$ cat config.mk
export PLATFORM = sky130hd
export DESIGN_NAME = pwr_evt_irq
export DESIGN_NICKNAME = d
export VERILOG_FILES = /design/src/rtl/pwr_evt_pkg.sv /design/src/rtl/pwr_evt_ctrl.sv /design/src/rtl/pwr_evt_dp.sv /design/src/rtl/pwr_evt_irq.sv
export SDC_FILE = /design/constraint.sdc
export NUM_CORES = 1
export LEC_CHECK = 0
export BUFFER_PORTS_ARGS = -buffer_cell sky130_fd_sc_hd__buf_2
export CAP_MARGIN = 30
export CORE_AREA = 4 4 41 43
export DETAILED_ROUTE_END_ITERATION = 10
export DIE_AREA = 0 0 45 47
export PLACE_DENSITY = 0.42
export SLEW_MARGIN = 20
export SYNTH_ARGS = -nofsm -noshare
export SYNTH_HDL_FRONTEND = slang
export SYNTH_SLANG_ARGS = --single-unit
$ cat constraint.sdc
create_clock -name clk -period 0.9 [get_ports clk]
set_input_delay 0.18 -clock clk [delete_from_list [all_inputs] [get_ports clk]]
set_output_delay 0.18 -clock clk [all_outputs]
set_load 0.03 [all_outputs]
$ cat src/rtl/pwr_evt_pkg.sv
package pwr_evt_pkg;
  localparam int NumFlags  = 2;
  localparam int SignIdx   = 0;
  localparam int NoLoadIdx = 1;

  typedef logic [NumFlags-1:0] flagVec_t;

  // strobes from control to datapath
  typedef struct packed {
    flagVec_t setMask;
    flagVec_t clrMask;
  } evtStrobes_t;
endpackage

$ cat src/rtl/pwr_evt_ctrl.sv
module pwr_evt_ctrl
  import pwr_evt_pkg::*;
(
  input  logic        clk,
  input  logic        rstN,
  input  logic        sampleStb,
  input  logic        signNeg,
  input  logic        noLoad,
  input  logic        signPolarity,
  input  logic        clrWe,
  input  flagVec_t    clrData,
  output evtStrobes_t strb
);
  logic prevNeg;
  logic swingEvt;

  // the sign seen at the last strobe; reset counts as positive
  always_ff @(posedge clk or negedge rstN) begin
    if (!rstN) prevNeg <= 1'b0;
    else if (sampleStb) prevNeg <= signNeg;
  end

  always_comb begin
    if (signPolarity) swingEvt = prevNeg && !signNeg;
    else              swingEvt = !prevNeg && signNeg;
  end

  always_comb begin
    strb = '0;
    strb.setMask[SignIdx]   = sampleStb && swingEvt;
    strb.setMask[NoLoadIdx] = sampleStb && noLoad;
    strb.clrMask            = clrWe ? clrData : '0;
  end
endmodule

$ cat src/rtl/pwr_evt_dp.sv
module pwr_evt_dp
  import pwr_evt_pkg::*;
(
  input  logic        clk,
  input  logic        rstN,
  input  evtStrobes_t strb,
  input  flagVec_t    irqEnable,
  output flagVec_t    status,
  output logic        irq
);
  flagVec_t statusQ;

  for (genvar i = 0; i < NumFlags; i++) begin : g_flag
    // a set in the same cycle as a clear wins
    always_ff @(posedge clk or negedge rstN) begin
      if (!rstN)                statusQ[i] <= 1'b0;
      else if (strb.setMask[i]) statusQ[i] <= 1'b1;
      else if (strb.clrMask[i]) statusQ[i] <= 1'b0;
    end
  end

  always_ff @(posedge clk or negedge rstN) begin
    if (!rstN) irq <= 1'b0;
    else       irq <= |(statusQ & irqEnable);
  end

  assign status = statusQ;
endmodule

$ cat src/rtl/pwr_evt_irq.sv
module pwr_evt_irq
  import pwr_evt_pkg::*;
(
  input  logic       clk,
  input  logic       rstN,
  input  logic       sampleStb,
  input  logic       signNeg,
  input  logic       noLoad,
  input  logic       signPolarity,
  input  logic [1:0] irqEnable,
  input  logic       clrWe,
  input  logic [1:0] clrData,
  output logic [1:0] status,
  output logic       irq
);
  evtStrobes_t strb;

  pwr_evt_ctrl u_ctrl (
    .clk(clk), .rstN(rstN), .sampleStb(sampleStb), .signNeg(signNeg),
    .noLoad(noLoad), .signPolarity(signPolarity), .clrWe(clrWe),
    .clrData(clrData), .strb(strb)
  );

  pwr_evt_dp u_dp (
    .clk(clk), .rstN(rstN), .strb(strb), .irqEnable(irqEnable),
    .status(status), .irq(irq)
  );
endmodule

# After elaboration in Yosys (flattened, before gate mapping)
# Cells that the tools add are included.
# word_totals
ff_bits	4
inputBits	11
out_inout_bits	3
# classes
n_mux	6
bitwise	1
n_reduce_logical	9
# op_table
cell	n
1-bit two-way mux	5
1-bit logical AND	4
2-bit nonzero test	2
2-bit bitwise AND	1
1-bit logical NOT	2
2-bit two-way mux	1
2-bit OR reduction	1

# Logic depth before layout (Yosys ltp)
# depth
word_depth	5
mapped_depth	2

# Modules after synthesis
# From an unflattened synthesis, not the netlist that was laid out.
# unflattened
cells_unflattened	16
area_unflattened_um2	191.4
# modules_own_cells
mod	instances	cells_per_inst	area_per_inst_um2
pwr_evt_dp	1	8	107.6
pwr_evt_ctrl	1	8	83.8

# Worst setup path after synthesis
# OpenSTA, ideal clock, no wires.
# synth_timing
path_kind	flip-flop to flip-flop
from	register u_dp.status[0] (netlist name)
to	register u_dp.statusQ[0] (netlist: u_dp.status[0])
setup_time_ns	0.131
arrival_time_ns	0.983
required_time_ns	0.769
setup_slack_ns	-0.214
stages_incl_launch_ff	3
path_buffers	0
synth_period_minus_slack_ns	1.114
path_cell_list	dfrtp_1 a21boi_0 or3_1
# synth_lines
item	line_no	rtl
to (signal, indexed assignment)	pwr_evt_dp.sv:16	if (!rstN) statusQ[i] <= 1'b0;
to (signal, indexed assignment)	pwr_evt_dp.sv:17	else if (strb.setMask[i]) statusQ[i] <= 1'b1;
to (signal, indexed assignment)	pwr_evt_dp.sv:18	else if (strb.clrMask[i]) statusQ[i] <= 1'b0;
to (decl)	pwr_evt_dp.sv:11	flagVec_t statusQ;

# Worst setup path in the final report
# layout_timing
from	register u_dp.statusQ[0] (netlist: u_dp.status[0])
to	output status[0]
# layout_lines
item	line_no	rtl
to (decl)	pwr_evt_irq.sv:13	output logic [1:0] status,
# No word-level cell between the ends.

==> results.md <==
- The number of optimization iterations in the first detailed-route pass is 2.
- In this run the most critical hold path is launched from irqEnable[1].
- The XOR/XNOR share of the synthesized area is 0.
- The routed wire length is roughly 500 microns.
- Clock tree synthesis inserted a total of 3 buffers.
- The distinct cell type count after synthesis is 9.
- The critical path is of the flop to output port type.
- The flow ran to the end, but the final reports show violations.
- The antenna diode instance count is 0.
- The number of antenna violations at the first check in global routing is 0.
- The initial utilization of the core area, before any placement, comes to 0.131.
- The data arrival time of the critical path is between 0.8 and 0.9 ns.
- During placement, the flow inserted port buffers numbering 13.
- Setup repair after global routing could not meet its margin everywhere.
- The static power due to leakage is 0.179 nW.
- The initial DRC count is 2.
- The share of the synthesized area in the top cell type is 0.588.
- Of the total synthesized cell area, the portion taken by full adders, half adders and majority gates is 0.
- In the layout the commonest cells are buf_2, buf_6, clkbuf_4, buf_4, dfrtp_1.
- The hold-critical path depth is 2.
- The biggest area contributor in the post-synthesis netlist is dfrtp_1.
- In the global route stage, overall resource usage came out at 0.0571.
- Max-cap violations in this run came to 0.
- The floorplan step defined a die boundary enclosing 2120 sq um.
- The worst slew margin relative to its limit is 0.924.
- The total negative setup slack is -0.370 ns.
- For this run, the number of Yosys warnings is 0.
- The via count of the first global-routing pass is 203.
- The final hold violation count is 0.
- The total overflow reported by the global router is 0.
- The clock passes through at most 2 buffers.
- The fraction of the yosys area taken by sequential cells is 0.588.
- The worst flop-to-flop path endpoint is u_dp.status[0].
- After synthesis, the largest family of logic cells by area is simple AND/OR/NAND/NOR gates.
- The area added between synthesis and finish is 102%.
- The first-pass GRT wire length is around 780 microns.
- In the final layout, the share of cells above drive strength 1 is 0.676.
- The gate count of the mapped netlist is 12.
- Static timing analysis puts the maximum clock frequency at ~0.95 GHz.
- The length in cells of the worst reg-to-reg path is 2.
- Entering global routing, the biggest net connects 5 pins.
- When the netlist entered floorplanning its net count stood at 23.
- The critical-path maximum fanout is 2.
- The cell sitting at the root of the clock tree is a clkbuf_4.
- The simple-gate portion of the synthesized area is 0.191.
- The worst setup skew after layout is approximately 0.0019 ns.
- Setup violations remaining at the end of the flow were counted as 5.
- In this run the remaining antenna-violating nets after routing total 0.
- The routed length per placed instance is 10.2 microns.
- In the routed design, unresolved DRC markers number 0.
- The clock tree from TritonCTS is yes.
- The final worst slack is -0.157 ns.
- The library cell used most frequently in the layout, excluding fill and tap cells, is buf_2.
- Of the post-synthesis cell area, the part taken by muxes is 0.0662.
- After layout, the minimum clock period comes to ~1.1 ns.
- The final count of pins violating max slew was 0.
- The tightest min-delay check is of the primary input to flop type.
- The clock transition time at the flip-flop clock pins of the worst setup and hold paths is 0.04 ns.
- The horizontal die dimension is around 45 microns.
- The layout net count is 46.
- The total I/O pin count is 14.
- The H-tree depth is 1.
- The congestion estimate from routability-driven global placement came to 0.725.
- The kind of start point of the critical path is a flop.
- The standard-cell row count is 13.
- Clock tree synthesis found a total of 4 sinks.
- The transition time at the pin with the least slew margin is approximately 0.11 ns.
- The compound-gate portion of the synthesized area came to 0.154.
- After synthesis, the mean cell area works out to ~14 sq um.
- After detailed routing, the number of vias per cell comes to around 4.
- The final reports fail on negative setup slack.
- Dividing total power by cell area gives a power density of 1930 nW/um^2.
- Synthesis inferred 4 register bits.
- For the worst setup path, the data required time is 0.72 ns.
- The destination of the worst hold path is u_dp.irq.
- Summing over every cut layer, the via total after detailed routing is 194.
- Fill cells in the final layout number ~150.
- In this run the critical register-to-register path is launched from u_ctrl.prevNeg.
- The synthesized netlist occupies a cell area of 170 sq um.
- The highest ir drop seen on vdd is between 800 and 900 uV.
- The insertion delay of the later-clocked pin in the worst-skew pair is roughly 0.24 ns.
- Across all register-to-register paths, the minimum setup slack is -0.11 ns.
- In this run the standard cell core region covers 1300 sq um.
- The share of the core filled with cells is 0.264.
- In the post-synthesis netlist, the biggest area contributors are dfrtp_1, and4bb_1, mux2_2, a22o_2, and4b_1.
- The die height is around 47 microns.
- In the finished design, the share of the clock period the worst path needs comes to 1.17.
- The type of element capturing the critical path is an output port.
[routing by layer]
layer | vias up | part of all wire | global-route usage
met3 | 0 | 0.19 | 0.0651
li1 | 92 | - | -
met2 | 13 | 0.44 | 0.0763
met1 | 89 | 0.37 | 0.0573
met4 | 0 | 0 | 0.0175
met5 | - | 0 | 0
[sequential cells by signal (all words and copies together) (netlist names)]
| signal | cells |
|---|---|
| u_dp.status | 2 |
| u_dp.irq | 1 |
| u_ctrl.prevNeg | 1 |
[cell families (layout without fill, tap and decap cells)]
logic type,after synthesis,in the layout
flops,4,4
mux,1,1
simple gates,4,4
buf+inv,0,22
compound gates,3,3
[repair_timing]
item / in CTS / in global routing
endpoints found under the setup margin: 4 / 4
endpoints found under the hold margin: 4 / 0
pin swaps: 2 / 1
resized for setup: 7 / 0
hold buffers: 1 / 0
cloned: 0 / 0
buffers inserted: 1 / 1
[Yosys cell counts]
cell type / number
dfrtp_1: 4
a21boi_0: 1
a22o_1: 1
a22o_2: 1
and4b_1: 1
and4bb_1: 1
mux2_2: 1
nand2_1: 1
or3_1: 1
[layout make-up]
type                            count  area (sq um)  area share
Timing Repair Buffer               18           128       0.371
Clock buffer                        4          26.3      0.0764
Sequential cell                     4           101       0.295
Tap cell                           15          18.8      0.0545
Multi-Input combinational cell      8          70.1       0.204
[per-stage QoR]
step	area [sq um]	total power, mW	cells	setup WS (ns)	hold slack, ns
after global routing	344	0.705	49	-0.187	0.164
final	344	0.663	49	-0.157	0.167
after floorplan	171	0.290	12	-0.118	-0.116
after global placement	270	0.355	42	-0.125	-0.0110
after CTS	337	0.671	48	-0.170	0.166
after detailed placement	270	0.360	42	-0.153	-0.00506
[worst max-delay path: stages (launching register included)]
cell and delay [ns]:
dfrtp_2 0.40, buf_6 0.12, buf_6 0.13
[worst max-delay path by stage]
stage                               from        endpoint  depth (start not counted)  slack [ns]
after CTS                 u_dp.status[0]       status[0]                          2       -0.17
final                     u_dp.status[0]       status[0]                          2       -0.16
after global placement    u_ctrl.prevNeg  u_dp.status[0]                          2       -0.12
after detailed placement  u_ctrl.prevNeg  u_dp.status[0]                          2       -0.15
after global routing      u_dp.status[0]       status[0]                          2       -0.19
after floorplan           u_dp.status[0]  u_dp.status[0]                          2       -0.12
[report_power, final]
group,switching [mW],total (mW),leakage (nW),internal [mW]
Combinational,0.0793,0.189,0.118,0.110
Sequential,0.0140,0.220,0.0464,0.206
Clock,0.0865,0.254,0.0150,0.167
Total,0.180,0.663,0.179,0.483
Note: power is estimated with default switching activity, not from simulation.
